===== config.mk =====
export PLATFORM = sky130hd
export DESIGN_NAME = rc_cell
export DESIGN_NICKNAME = d
export VERILOG_FILES = /design/src/rtl/rc_pkg.sv /design/src/rtl/rc_opmux.sv /design/src/rtl/rc_shifter.sv /design/src/rtl/rc_alu.sv /design/src/rtl/rc_cell.sv
export SDC_FILE = /design/constraint.sdc
export NUM_CORES = 1
export LEC_CHECK = 0
export CORE_MARGIN = 1.5
export CORE_UTILIZATION = 35
export DETAILED_ROUTE_END_ITERATION = 16
export PLACE_DENSITY_LB_ADDON = 0.15
export RECOVER_POWER = 50
export SLEW_MARGIN = 20
export SYNTH_ARGS = -nofsm -noshare
export SYNTH_HDL_FRONTEND = slang
export SYNTH_SLANG_ARGS = --single-unit
export TNS_END_PERCENT = 10

===== constraint.sdc =====
create_clock -name clk_i -period 11.29 [get_ports clk_i]
set_input_delay 1.6935 -clock clk_i [delete_from_list [all_inputs] [get_ports clk_i]]
set_output_delay 1.6935 -clock clk_i [all_outputs]
set_load 0.005 [all_outputs]

===== src/rtl/rc_pkg.sv =====
package rc_pkg;
    localparam int OP_W   = 4;
    localparam int SEL_W  = 3;
    localparam int DST_W  = 2;
    localparam int C_W    = 8;
    localparam int BYTE_W = 8;
    localparam int NREG   = 1 << DST_W;

    localparam logic [OP_W-1:0] OP_NOP    = 4'd0;
    localparam logic [OP_W-1:0] OP_PASS   = 4'd1;
    localparam logic [OP_W-1:0] OP_ADD    = 4'd2;
    localparam logic [OP_W-1:0] OP_SUB    = 4'd3;
    localparam logic [OP_W-1:0] OP_AND    = 4'd4;
    localparam logic [OP_W-1:0] OP_OR     = 4'd5;
    localparam logic [OP_W-1:0] OP_XOR    = 4'd6;
    localparam logic [OP_W-1:0] OP_XOR3   = 4'd7;
    localparam logic [OP_W-1:0] OP_SHL    = 4'd8;
    localparam logic [OP_W-1:0] OP_SHR    = 4'd9;
    localparam logic [OP_W-1:0] OP_MULADD = 4'd10;
    localparam logic [OP_W-1:0] OP_POPC   = 4'd11;
    localparam logic [OP_W-1:0] OP_PAR    = 4'd12;

    typedef struct packed {
        logic [OP_W-1:0]  op;
        logic [SEL_W-1:0] sel_a;
        logic [SEL_W-1:0] sel_b;
        logic [SEL_W-1:0] sel_c;
        logic [DST_W-1:0] dst;
        logic             wr_en;
        logic             out_en;
    } ctx_ctrl_t;
endpackage


===== src/rtl/rc_opmux.sv =====
module rc_opmux
    import rc_pkg::*;
#(
    parameter int DATA_W = 16,
    parameter int NNBR   = 3
) (
    input  logic [SEL_W-1:0]       sel_i,
    input  logic [NREG*DATA_W-1:0] regs_i,
    input  logic [DATA_W-1:0]      fb_i,
    input  logic [NNBR*DATA_W-1:0] nbr_i,
    output logic [DATA_W-1:0]      opnd_o
);
    localparam int FB_CODE = NREG;

    always_comb begin
        opnd_o = '0;
        for (int k = 0; k < NREG; k++) begin
            if (sel_i == SEL_W'(k)) opnd_o = regs_i[k*DATA_W +: DATA_W];
        end
        if (sel_i == SEL_W'(FB_CODE)) opnd_o = fb_i;
        for (int k = 0; k < NNBR; k++) begin
            if (sel_i == SEL_W'(FB_CODE + 1 + k)) opnd_o = nbr_i[k*DATA_W +: DATA_W];
        end
    end
endmodule


===== src/rtl/rc_shifter.sv =====
module rc_shifter #(
    parameter int DATA_W = 16,
    parameter int SH_W   = $clog2(DATA_W)
) (
    input  logic [DATA_W-1:0] val_i,
    input  logic [SH_W-1:0]   amt_i,
    input  logic              left_i,
    output logic [DATA_W-1:0] val_o
);
    logic [DATA_W-1:0] stage [SH_W+1];

    assign stage[0] = val_i;

    for (genvar g = 0; g < SH_W; g++) begin : g_stage
        always_comb begin
            if (!amt_i[g])
                stage[g+1] = stage[g];
            else if (left_i)
                stage[g+1] = stage[g] << (1 << g);
            else
                stage[g+1] = stage[g] >> (1 << g);
        end
    end

    assign val_o = stage[SH_W];
endmodule


===== src/rtl/rc_alu.sv =====
module rc_alu
    import rc_pkg::*;
#(
    parameter int DATA_W = 16,
    parameter int SH_W   = $clog2(DATA_W)
) (
    input  logic [OP_W-1:0]   op_i,
    input  logic [DATA_W-1:0] a_i,
    input  logic [DATA_W-1:0] b_i,
    input  logic [DATA_W-1:0] c_i,
    input  logic [SH_W-1:0]   shamt_i,
    input  logic [C_W-1:0]    konst_i,
    output logic [DATA_W-1:0] res_o
);
    localparam int CNT_W = $clog2(BYTE_W + 1);

    logic [DATA_W-1:0] shifted;
    logic [DATA_W-1:0] konst_ext;
    logic [DATA_W-1:0] product;
    logic [CNT_W-1:0]  ones;

    rc_shifter #(.DATA_W(DATA_W), .SH_W(SH_W)) shifter_i (
        .val_i  (a_i),
        .amt_i  (shamt_i),
        .left_i (op_i == OP_SHL),
        .val_o  (shifted)
    );

    assign konst_ext = {{(DATA_W-C_W){konst_i[C_W-1]}}, konst_i};
    assign product   = a_i * konst_ext;

    always_comb begin
        ones = '0;
        for (int i = 0; i < BYTE_W; i++) ones = ones + CNT_W'(a_i[i]);
    end

    always_comb begin
        unique case (op_i)
            OP_PASS:   res_o = a_i;
            OP_ADD:    res_o = a_i + b_i;
            OP_SUB:    res_o = a_i - b_i;
            OP_AND:    res_o = a_i & b_i;
            OP_OR:     res_o = a_i | b_i;
            OP_XOR:    res_o = a_i ^ b_i;
            OP_XOR3:   res_o = a_i ^ b_i ^ c_i;
            OP_SHL,
            OP_SHR:    res_o = shifted;
            OP_MULADD: res_o = product + b_i;
            OP_POPC:   res_o = DATA_W'(ones);
            OP_PAR:    res_o = {{(DATA_W-1){1'b0}}, ^a_i[BYTE_W-1:0]};
            default:   res_o = '0;
        endcase
    end
endmodule


===== src/rtl/rc_cell.sv =====
module rc_cell
    import rc_pkg::*;
#(
    parameter  int DATA_W = 16,
    parameter  int NNBR   = 3,
    localparam int SH_W   = $clog2(DATA_W),
    localparam int CTX_W  = OP_W + 3*SEL_W + DST_W + 2 + SH_W + C_W
) (
    input  logic                   clk_i,
    input  logic                   rst_ni,
    input  logic [CTX_W-1:0]       ctx_i,
    input  logic [DATA_W-1:0]      fb_data_i,
    input  logic [NNBR*DATA_W-1:0] nbr_data_i,
    output logic [DATA_W-1:0]      cell_out_o
);
    localparam int SH_LSB   = C_W;
    localparam int CTRL_LSB = SH_LSB + SH_W;

    typedef struct packed {
        logic [NREG-1:0][DATA_W-1:0] rf;
        logic [DATA_W-1:0]           out;
    } cell_state_t;

    cell_state_t st_d, st_q;
    ctx_ctrl_t   ctrl;
    logic [SH_W-1:0]   shamt;
    logic [C_W-1:0]    konst;
    logic [DATA_W-1:0] opnd_a, opnd_b, opnd_c, alu_res;
    logic              op_valid;

    assign konst = ctx_i[C_W-1:0];
    assign shamt = ctx_i[SH_LSB +: SH_W];
    assign ctrl  = ctx_i[CTX_W-1:CTRL_LSB];
    assign op_valid = (ctrl.op != OP_NOP) && (ctrl.op <= OP_PAR);

    logic [SEL_W-1:0] sel_vec [3];
    logic [DATA_W-1:0] opnd_vec [3];
    assign sel_vec[0] = ctrl.sel_a;
    assign sel_vec[1] = ctrl.sel_b;
    assign sel_vec[2] = ctrl.sel_c;

    for (genvar m = 0; m < 3; m++) begin : g_mux
        rc_opmux #(.DATA_W(DATA_W), .NNBR(NNBR)) mux_i (
            .sel_i  (sel_vec[m]),
            .regs_i (st_q.rf),
            .fb_i   (fb_data_i),
            .nbr_i  (nbr_data_i),
            .opnd_o (opnd_vec[m])
        );
    end

    assign opnd_a = opnd_vec[0];
    assign opnd_b = opnd_vec[1];
    assign opnd_c = opnd_vec[2];

    rc_alu #(.DATA_W(DATA_W), .SH_W(SH_W)) alu_i (
        .op_i    (ctrl.op),
        .a_i     (opnd_a),
        .b_i     (opnd_b),
        .c_i     (opnd_c),
        .shamt_i (shamt),
        .konst_i (konst),
        .res_o   (alu_res)
    );

    // reduction results stay in their ranges
    p_popc_range_r6: assert property (@(posedge clk_i) disable iff (!rst_ni)
        (ctrl.op == OP_POPC) |-> (alu_res <= DATA_W'(BYTE_W)));
    p_par_single_bit_r7: assert property (@(posedge clk_i) disable iff (!rst_ni)
        (ctrl.op == OP_PAR) |-> (alu_res[DATA_W-1:1] == '0));

    always_comb begin
        st_d = st_q;
        if (op_valid) begin
            if (ctrl.wr_en)  st_d.rf[ctrl.dst] = alu_res;
            if (ctrl.out_en) st_d.out = alu_res;
        end
    end

    always_ff @(posedge clk_i or negedge rst_ni) begin
        if (!rst_ni) st_q <= '0;
        else         st_q <= st_d;
    end

    assign cell_out_o = st_q.out;

    // output follows the result only when enabled
    p_out_capture_r9: assert property (@(posedge clk_i) disable iff (!rst_ni)
        (op_valid && ctrl.out_en) |=> (cell_out_o == $past(alu_res)));
    p_out_hold_r9: assert property (@(posedge clk_i) disable iff (!rst_ni)
        !(op_valid && ctrl.out_en) |=> $stable(cell_out_o));

    // registers that are not the write target keep their values
    for (genvar k = 0; k < NREG; k++) begin : g_rf_chk
        p_rf_hold_r9: assert property (@(posedge clk_i) disable iff (!rst_ni)
            !(op_valid && ctrl.wr_en && ctrl.dst == DST_W'(k)) |=> $stable(st_q.rf[k]));
    end

    // no-op and unused codes freeze all state
    p_nop_freeze_r10: assert property (@(posedge clk_i) disable iff (!rst_ni)
        !op_valid |=> $stable(st_q));
endmodule


==> results.sh, run 1 <==
export IMPL_status="finished with violations"
export IMPL_violations="max-capacitance violations, max-slew violations"
export IMPL_num_rows=71
export IMPL_grt_use_total_pct=27.0
export IMPL_peakVddDrop_mv=0.270
export IMPL_cp_data_required_time_ns=11.55
export IMPL_syn_area_per_cell_um2=9.01
export IMPL_avgRoutedWirePerCell_um=25.6
export IMPL_post_cts_resized=0
export IMPL_finalCriticalPeriod_ns=8.75
export IMPL_critical_path_max_stage_delay_ns=0.72
export IMPL_fill_cells=3890
export IMPL_drc=0
export IMPL_post_dp_hpwl_mm=40.7
export IMPL_fin_area_mm2=0.0154
export IMPL_fin_cells=2070
export IMPL_hold_class="flop to flop"
export IMPL_die_h_um=200
export IMPL_rsz0062_at_grt="no"
export IMPL_max_slew_margin_rel_pct=-65.2
export IMPL_drt_initial_drc_count=1230
export IMPL_grt_busiest_layer="met2"
export IMPL_cp_top_family="adder cells"
export IMPL_routabilityCongestion=0.989
export IMPL_coreArea_mm2=0.0379
export IMPL_synthArstFlopShare_pct=100
export IMPL_regArea_mm2=0.00200
export IMPL_use_met2_pct=44.3
export IMPL_cts_buffer_depth=2
export IMPL_htree_levels=3
export IMPL_worstPathMaxFanout=20
export IMPL_syn2layout_area_growth_pct=13.6
export IMPL_hold_buffers=0
export IMPL_fin_crit_sh_pct=77.5
export IMPL_grt_max_degree=50
export IMPL_path_clk_slew_ns=0.07
export IMPL_grt_pass1_wl_mm=80.0
export IMPL_synth_xor_area_share_pct=4.75
export IMPL_cts_tree="yes"
export IMPL_dieArea_mm2=0.0400
export IMPL_power_leakage_nw=6.57
export IMPL_numCtsBuffers=9
export IMPL_use_met3_pct=3.01
export IMPL_grtUsageMet1_pct=36.2
export IMPL_yosys_area_share_simple_pct=13.4
export IMPL_holdWs_ns=0.483
export IMPL_fin_tns_setup_ns=0
export IMPL_worst_slew_pin_slew_ns=2.48
export IMPL_placed_cell_area_mm2=0.0151
export IMPL_die_x_um=200
export IMPL_crit_slowest_cell="inv_1"
export IMPL_cp_end_kind="flop"
export IMPL_synth_edf_count=0
export IMPL_grt_overflow=0
export IMPL_fin_skew_ns=0.00826
export IMPL_ys_ff_latch=80
export IMPL_cts_sinks=80
export IMPL_crit_path_frequent_cell="inv_1"
export IMPL_drtPass1Iterations=6
export IMPL_synthesis_area_mm2=0.0136
export IMPL_synth_fa_ha_area_share_pct=19.7
export IMPL_synth_compound_area_share_pct=19.3
export IMPL_drv_cap=2
export IMPL_crit_type="input pin to flop"
export IMPL_antenna_found_initial=0
export IMPL_crit_path_start_kind="input pin"
export IMPL_place_inst=2054
export IMPL_ys_seq_area_share_pct=14.7
export IMPL_multiInputGateArea_mm2=0.0107
export IMPL_yosys_warnings=0
export IMPL_grt_pass1_vias=12800
export IMPL_total_power_mw=4.39
export IMPL_n_antenna_cell=0
export IMPL_hold_viol_final=0
export IMPL_synthesis_nets=1768
export IMPL_powerDensity_mw_per_mm2=285
export IMPL_synth_top_flop_cell="dfrtp_1"
export IMPL_setup_viol=0
export IMPL_io_pins=111
export IMPL_yosysUniqueCellTypes=81
export IMPL_io_buffers=110
export IMPL_layout_drive_gt1_share_pct=14.2
export IMPL_synthMuxAreaShare_pct=21.3
export IMPL_post_cts_buffers=0
export IMPL_worstPathArrival_ns=9.01
export IMPL_vias_per_cell=6.07
export IMPL_synthCells=1507
export IMPL_cts_root_buffer="clkbuf_16"
export IMPL_fmax_ghz=0.114
export IMPL_totalWireLength_mm=53.0
export IMPL_layout_nets=1815
export IMPL_synth_top_family_by_area="multiplexers"
export IMPL_clkLatencyLatePin_ns=0.37
export IMPL_vias=12600
export IMPL_antenna_left=0
export IMPL_initial_core_util_pct=35.8
export IMPL_drv_slew=83
export IMPL_crit_buf_inv=9
[kinds of logic (layout without fill, tap and decap cells)]
family,count (synthesis),after routing
AOI/OAI and AO/OA,373,373
buffers and inverters,233,285
muxes,205,205
xor gates and xnor gates,69,69
DFF,80,80
and+or+nand+nor,381,381
adders and majority gates,166,166
[final timing paths]
path / from / endpoint / slack, ns / depth (start not counted)
worst min register to register: cell_out_o[3]$_DFFE_PN0P_ / cell_out_o[3]$_DFFE_PN0P_ / 0.48 / 2
worst min-delay path: cell_out_o[3]$_DFFE_PN0P_ / cell_out_o[3]$_DFFE_PN0P_ / 0.48 / 2
worst max-delay path: ctx_i[24] / st_q[76]$_DFFE_PN0P_ / 2.54 / 27
worst max register to register: st_q[51]$_DFFE_PN0P_ / st_q[76]$_DFFE_PN0P_ / 4.47 / 25
min in group asynchronous: rst_ni / st_q[24]$_DFFE_PN0P_ / 1.95 / 1
max in group asynchronous: rst_ni / cell_out_o[9]$_DFFE_PN0P_ / 6.13 / 2
[cell type report]
cell class,instances,area share [%]
Multi-Input combinational cell,1194,69.3
Sequential cell,80,13.0
Tap cell,511,4.14
Clock buffer,11,1.57
Inverter,128,3.11
Timing Repair Buffer,141,8.39
Clock inverter,5,0.519
[routing by layer]
metal,up-vias,part of all wire [%]
li1,5586,-
met1,6259,43
met2,598,47
met3,119,6.3
met4,0,3.6
met5,-,0
[cell usage after synthesis (14+ instances only)]
| cell | count | area share [%] |
|---|---|---|
| a211oi_1 | 19 | 1.0 |
| a31oi_1 | 18 | 0.83 |
| a22oi_1 | 19 | 1.0 |
| dfrtp_1 | 80 | 15 |
| o211ai_1 | 14 | 0.77 |
| o22ai_1 | 25 | 1.2 |
| buf_1 | 14 | 0.39 |
| xnor2_1 | 46 | 3.0 |
| and2_1 | 42 | 1.9 |
| clkbuf_1 | 71 | 2.0 |
| xor2_1 | 20 | 1.3 |
| nor3_1 | 21 | 0.77 |
| buf_2 | 14 | 0.52 |
| nand2_1 | 128 | 3.5 |
| nor2b_1 | 35 | 1.6 |
| mux2_2 | 83 | 6.9 |
| inv_1 | 117 | 3.2 |
| a21oi_1 | 59 | 2.2 |
| nand3_1 | 18 | 0.66 |
| ha_1 | 86 | 7.9 |
| mux4_2 | 59 | 9.8 |
| nor2_1 | 90 | 2.5 |
| fa_1 | 80 | 12 |
| o21a_1 | 14 | 0.77 |
| o21ai_0 | 69 | 2.5 |
| mux2i_1 | 63 | 4.6 |
[cells in the final DEF (no fill, tap or decap), types with 25 or more instances in the layout]
cell type,count
ha_1,86
nand2_1,128
mux2i_1,63
xnor2_1,46
nor2b_1,35
a21oi_1,59
buf_4,30
o22ai_1,25
mux2_2,83
dfrtp_1,80
clkdlybuf4s50_1,95
mux4_2,59
and2_1,42
nor2_1,88
o21ai_0,69
fa_1,80
inv_1,117
[tightest hold or removal path, delay by kind of cell (launching register included)]
family | cells | cell delay, ns
DFF | 1 | 0.34
AOI/OAI and AO/OA | 1 | 0.06
and+or+nand+nor | 1 | 0.05
[per-stage QoR]
stage	setup WS, ns	util [%]
after floorplan	3.45	-
after global placement	2.29	39.8
after detailed placement	2.20	39.8
after CTS	2.60	40.7
after global routing	2.20	40.7
final	2.54	40.7
[power breakdown]
| group | leakage (nW) | switching, mW | internal, mW |
|---|---|---|---|
| sequential | 1.01 | 0.122 | 0.407 |
| clock | 0.152 | 0.133 | 0.200 |
| combinational | 5.40 | 1.93 | 1.61 |
[flip-flops by register name, indices dropped and copies added (netlist names)]
register    flops
st_q           64
cell_out_o     16
No activity file was read; power rests on OpenSTA's default activity.
==> run 2: changes to the inputs <==
==> constraint.sdc (replaced) <==
create_clock -name clk_i -period 8.65 [get_ports clk_i]
set_input_delay 1.2975 -clock clk_i [delete_from_list [all_inputs] [get_ports clk_i]]
set_output_delay 1.2975 -clock clk_i [all_outputs]
set_load 0.005 [all_outputs]
==> results.sh, run 2 (synthesized netlist as in run 1, its figures left out) <==
export IMPL_whs_path_depth=2
export IMPL_hold_buffers=0
export IMPL_die_h_um=200
export IMPL_powerDensity_mw_per_mm2=367
export IMPL_cts_tree="yes"
export IMPL_layout_drive_gt1_share_pct=15.6
export IMPL_cp_data_required_time_ns=8.88
export IMPL_crit_cells=24
export IMPL_regArea_mm2=0.00200
export IMPL_cts_sinks=80
export IMPL_post_dp_hpwl_mm=42.4
export IMPL_routabilityCongestion=0.987
export IMPL_die_x_um=200
export IMPL_hp_start="cell_out_o[5]$_DFFE_PN0P_"
export IMPL_whs_endpoint="cell_out_o[5]$_DFFE_PN0P_"
export IMPL_vias_per_cell=6.09
export IMPL_syn2layout_area_growth_pct=14.8
export IMPL_dieArea_mm2=0.0400
export IMPL_drt_initial_drc_count=1183
export IMPL_post_cts_buffers=0
export IMPL_grt_pass1_vias=12700
export IMPL_setup_slack_ns=0.598
export IMPL_multiInputGateArea_mm2=0.0107
export IMPL_fill_cells=3810
export IMPL_layout_nets=1842
export IMPL_vias=12800
export IMPL_reg2reg_from="st_q[20]$_DFFE_PN0P_"
export IMPL_drtPass1Iterations=9
export IMPL_switchingPower_mw=2.87
export IMPL_hold_viol_final=0
export IMPL_max_slew_margin_rel_pct=-83.9
export IMPL_r2r_cells=23
export IMPL_r2r_end="cell_out_o[12]$_DFFE_PN0P_"
export IMPL_grt_max_degree=50
export IMPL_placed_cell_area_mm2=0.0153
export IMPL_grt_pass1_wl_mm=81.4
export IMPL_max_flop_register="st_q"
export IMPL_avgRoutedWirePerCell_um=26.1
export IMPL_io_pins=111
export IMPL_setup_viol=0
export IMPL_fin_crit_sh_pct=93.1
export IMPL_power_internal_mw=2.85
export IMPL_initial_core_util_pct=35.8
export IMPL_grt_overflow=0
export IMPL_post_cts_resized=0
export IMPL_worst_slew_pin_slew_ns=2.76
export IMPL_crit_chain="buf_2, buf_4, inv_2, a221o_1, a222oi_1, buf_4, fa_1, inv_1, fa_1, inv_1, fa_1, inv_1, fa_1, ha_1, ha_1, nor2b_1, o21ai_0, a21boi_0, o21ai_0, a21oi_1, xor2_1, a221oi_1, o21ai_1, mux2_2"
export IMPL_cp_end_kind="flop"
export IMPL_hold_class="flop to flop"
export IMPL_grt_use_total_pct=27.7
export IMPL_crit_type="input pin to flop"
export IMPL_io_buffers=110
export IMPL_r2r_slack_ns=1.91
export IMPL_numCtsBuffers=9
export IMPL_violations="max-capacitance violations, max-slew violations"
export IMPL_holdWs_ns=0.479
export IMPL_largest_reg_flops=64
export IMPL_clkLatencyLatePin_ns=0.35
export IMPL_fmax_ghz=0.124
export IMPL_p_seq_share_pct=12.1
export IMPL_peakVddDrop_mv=0.332
export IMPL_n_antenna_cell=0
export IMPL_cp_top_family="compound AO/OA/AOI/OAI gates"
export IMPL_fin_area_mm2=0.0156
export IMPL_dp_slack_ns=0.416
export IMPL_total_power_mw=5.72
export IMPL_crit_buf_inv=7
export IMPL_fin_tns_setup_ns=0
export IMPL_final_common_cell="nand2_1"
export IMPL_cts_buffer_depth=2
export IMPL_swShare_pct=50.2
export IMPL_final_cell_mix="nand2_1, inv_1, clkdlybuf4s50_1"
export IMPL_path_clk_slew_ns=0.06
export IMPL_status="finished with violations"
export IMPL_fin_skew_ns=0.00823
export IMPL_drv_cap=2
export IMPL_cts_root_buffer="clkbuf_16"
export IMPL_worstPathArrival_ns=8.28
export IMPL_crit_path_start_kind="input pin"
export IMPL_power_leakage_nw=6.69
export IMPL_rsz0062_at_grt="no"
export IMPL_drv_slew=83
export IMPL_coreArea_mm2=0.0379
export IMPL_worstPathMaxFanout=26
export IMPL_crit_path_frequent_cell="fa_1"
export IMPL_pwr_share_comb_pct=81.8
export IMPL_antenna_found_initial=0
export IMPL_num_rows=71
export IMPL_totalWireLength_mm=54.7
export IMPL_drc=0
export IMPL_htree_levels=3
export IMPL_power_frac_clock_pct=6.2
export IMPL_critical_path_max_stage_delay_ns=0.59
export IMPL_crit_slowest_cell="a221oi_1"
export IMPL_antenna_left=0
export IMPL_finalCriticalPeriod_ns=8.05
[run 2: changes by cell type in the layout (fill, tap and decap cells not counted), sizes merged]
| cell | change |
|---|---|
| buf | +27 |
| clkinv | +2 |
| inv | +1 |
| clkinvlp | -1 |
| bufinv | -2 |
[run 2: routing by layer]
| metal | track usage, % | share of wire (%) | up-vias |
|---|---|---|---|
| met5 | 0 | 0 | - |
| met4 | 12.0 | 4.4 | 0 |
| met3 | 2.60 | 6.3 | 126 |
| met2 | 45.5 | 46 | 613 |
| met1 | 37.1 | 43 | 6378 |
| li1 | - | - | 5648 |
[run 2: layout make-up]
cell class	count	share of cell area, %
Sequential cell	80	12.8
Clock buffer	11	1.49
Tap cell	511	4.10
Multi-Input combinational cell	1194	68.5
Timing Repair Buffer	168	9.83
Inverter	128	3.08
Clock inverter	5	0.200
[run 2: worst max path at each step]
stage | from | endpoint
6_report | ctx_i[19] | cell_out_o[12]$_DFFE_PN0P_
3_3_place_gp | ctx_i[22] | cell_out_o[12]$_DFFE_PN0P_
2_1_floorplan | ctx_i[23] | cell_out_o[14]$_DFFE_PN0P_
3_5_place_dp | ctx_i[22] | cell_out_o[12]$_DFFE_PN0P_
5_1_grt | ctx_i[19] | st_q[28]$_DFFE_PN0P_
4_1_cts | ctx_i[22] | cell_out_o[12]$_DFFE_PN0P_
[run 2: per-stage QoR]
stage | util [%] | cells
after floorplan | - | 1507
final | 41.1 | 2097
after global placement | 40.5 | 2081
after global routing | 41.1 | 2097
after detailed placement | 40.5 | 2081
after CTS | 41.2 | 2097
[run 2: power by group through the flow]
stage	combinational [mW]	sequential [mW]	clock [mW]
final	4.68	0.691	0.352
after global placement	4.60	0.693	0
after detailed placement	4.62	0.694	0
after CTS	4.67	0.688	0.362
after global routing	5.18	0.714	0.376
after floorplan	3.30	0.638	0
[run 2: worst reg2reg max path, cell delays in order (launching register included)]
cell      delay [ns]
dfrtp_1         0.43
mux4_2          0.46
mux2_2          0.52
nand2_1         0.20
fa_1            0.45
inv_1           0.09
fa_1            0.41
ha_1            0.29
inv_1           0.05
fa_1            0.48
inv_1           0.04
ha_1            0.26
ha_1            0.16
inv_1           0.07
fa_1            0.47
nor2b_1         0.12
o21ai_0         0.12
a21boi_0        0.27
o21ai_0         0.16
a21oi_1         0.23
xor2_1          0.11
a221oi_1        0.59
o21ai_1         0.31
mux2_2          0.34
==> run 3: changes to the inputs <==
--- a/config.mk
+++ b/config.mk
@@ -8,7 +8,6 @@
 export CORE_MARGIN = 1.5
 export CORE_UTILIZATION = 35
 export DETAILED_ROUTE_END_ITERATION = 16
-export PLACE_DENSITY_LB_ADDON = 0.15
 export RECOVER_POWER = 50
 export SLEW_MARGIN = 20
 export SYNTH_ARGS = -nofsm -noshare
==> results.sh, run 3 (synthesized netlist as in run 1, its figures left out) <==
export IMPL_whs_path_depth=2
export IMPL_initial_core_util_pct=35.8
export IMPL_fin_area_mm2=0.0156
export IMPL_fin_cells=2087
export IMPL_max_slew_margin_rel_pct=-198
export IMPL_coreArea_mm2=0.0379
export IMPL_status="finished with violations"
export IMPL_peakVddDrop_mv=0.298
export IMPL_drtPass1Iterations=5
export IMPL_antenna_left=0
export IMPL_hold_viol_final=0
export IMPL_avgRoutedWirePerCell_um=25.4
export IMPL_io_pins=111
export IMPL_layout_nets=1832
export IMPL_use_met3_pct=3.51
export IMPL_htree_levels=3
export IMPL_fin_crit_sh_pct=89.3
export IMPL_grt_use_total_pct=27.2
export IMPL_grt_pass1_vias=12800
export IMPL_cts_root_buffer="clkbuf_16"
export IMPL_cts_buffer_depth=2
export IMPL_io_buffers=110
export IMPL_antenna_found_initial=0
export IMPL_reg2reg_from="st_q[51]$_DFFE_PN0P_"
export IMPL_layout_drive_gt1_share_pct=15.1
export IMPL_violations="max-capacitance violations, max-slew violations"
export IMPL_final_cell_mix="nand2_1, inv_1, clkdlybuf4s50_1"
export IMPL_fill_cells=3789
export IMPL_setup_viol=0
export IMPL_routabilityCongestion=0.973
export IMPL_r2r_cells=21
export IMPL_die_x_um=200
export IMPL_totalWireLength_mm=52.9
export IMPL_drt_initial_drc_count=1569
export IMPL_place_inst=2071
export IMPL_grt_busiest_layer="met2"
export IMPL_vias_per_cell=6.14
export IMPL_post_cts_resized=0
export IMPL_powerDensity_mw_per_mm2=368
export IMPL_crit_type="input pin to flop"
export IMPL_grt_pass1_wl_mm=80.7
export IMPL_power_leakage_nw=6.65
export IMPL_numCtsBuffers=9
export IMPL_fin_skew_ns=0.00822
export IMPL_cp_data_required_time_ns=8.88
export IMPL_drv_cap=1
export IMPL_die_h_um=200
export IMPL_post_cts_buffers=0
export IMPL_drv_slew=81
export IMPL_worstPathArrival_ns=7.96
export IMPL_worstPathMaxFanout=22
export IMPL_clkLatencyLatePin_ns=0.35
export IMPL_num_rows=71
export IMPL_fin_tns_setup_ns=0
export IMPL_placed_cell_area_mm2=0.0153
export IMPL_n_antenna_cell=0
export IMPL_cts_tree="yes"
export IMPL_worst_slew_pin_slew_ns=4.46
export IMPL_vias=12800
export IMPL_grtUsageMet1_pct=36.7
export IMPL_finalCriticalPeriod_ns=7.72
export IMPL_grt_overflow=0
export IMPL_largest_reg_flops=64
export IMPL_hold_class="flop to flop"
export IMPL_final_common_cell="nand2_1"
export IMPL_path_clk_slew_ns=0.06
export IMPL_rsz0062_at_grt="no"
export IMPL_hp_start="cell_out_o[9]$_DFFE_PN0P_"
export IMPL_cp_startpoint="ctx_i[22]"
export IMPL_drc=0
export IMPL_dieArea_mm2=0.0400
export IMPL_fmax_ghz=0.129
export IMPL_crit_path_start_kind="input pin"
export IMPL_max_flop_register="st_q"
export IMPL_cp_end_kind="flop"
export IMPL_hold_buffers=0
export IMPL_cts_sinks=80
export IMPL_syn2layout_area_growth_pct=14.5
export IMPL_post_dp_hpwl_mm=40.9
export IMPL_grt_max_degree=81
export IMPL_use_met2_pct=42.9
run 3: changes by cell type in the layout (fill, tap and decap cells not counted), moves of 2 or more:
cell,previous run,this run
buf_12,3,1
buf_4,54,47
clkinv_2,3,1
bufinv_16,0,2
run 3: critical path, cell delays in order:
cell and delay, ns:
buf_2 0.41, buf_4 0.40, inv_1 0.12, o22ai_1 0.41
a21oi_1 0.17, nor2_1 0.12, buf_4 0.24, nand2_1 0.11
fa_1 0.49, fa_1 0.49, inv_1 0.06, fa_1 0.46
fa_1 0.51, fa_1 0.42, ha_1 0.30, o21ai_0 0.10
a21boi_0 0.26, o21ai_0 0.16, a21oi_1 0.23, xor2_1 0.13
a221oi_1 0.45, o21ai_1 0.27, mux2_2 0.33
run 3: layer usage:
layer,share of wire [%],vias to the layer above
li1,-,5629
met1,41,6278
met3,8.6,141
met2,45,763
met4,5.1,0
met5,0,-
run 3: final timing paths:
check | to | slack [ns]
max in group asynchronous | st_q[23]$_DFFE_PN0P_ | 3.62
min in group asynchronous | cell_out_o[13]$_DFFE_PN0P_ | 2.53
hold / removal | cell_out_o[9]$_DFFE_PN0P_ | 0.48
setup reg to reg | st_q[44]$_DFFE_PN0P_ | 2.15
hold reg to reg | cell_out_o[9]$_DFFE_PN0P_ | 0.48
setup / recovery | st_q[44]$_DFFE_PN0P_ | 0.93
run 3: per-stage QoR:
stage / setup WS (ns) / power (mW) / util [%] / hold slack (ns)
2_1_floorplan: 1.21 / 3.94 / - / 0.473
3_3_place_gp: 0.640 / 5.16 / 40.2 / 0.475
3_5_place_dp: 0.549 / 5.23 / 40.2 / 0.482
4_1_cts: 0.903 / 5.70 / 41.0 / 0.496
5_1_grt: 0.522 / 6.24 / 41.0 / 0.526
6_report: 0.926 / 5.73 / 41.0 / 0.484
run 3: layout make-up:
class | instances | area (µm²) | area share [%]
Sequential cell | 80 | 2000 | 12.9
Inverter | 128 | 480 | 3.09
Clock inverter | 5 | 81.3 | 0.523
Clock buffer | 11 | 233 | 1.50
Tap cell | 511 | 639 | 4.11
Timing Repair Buffer | 158 | 1440 | 9.27
Multi-Input combinational cell | 1194 | 10700 | 68.6
run 3: where the power goes:
| part | switching (mW) | internal [mW] |
|---|---|---|
| logic | 2.51 | 2.11 |
| registers | 0.164 | 0.532 |
| clock network | 0.163 | 0.253 |
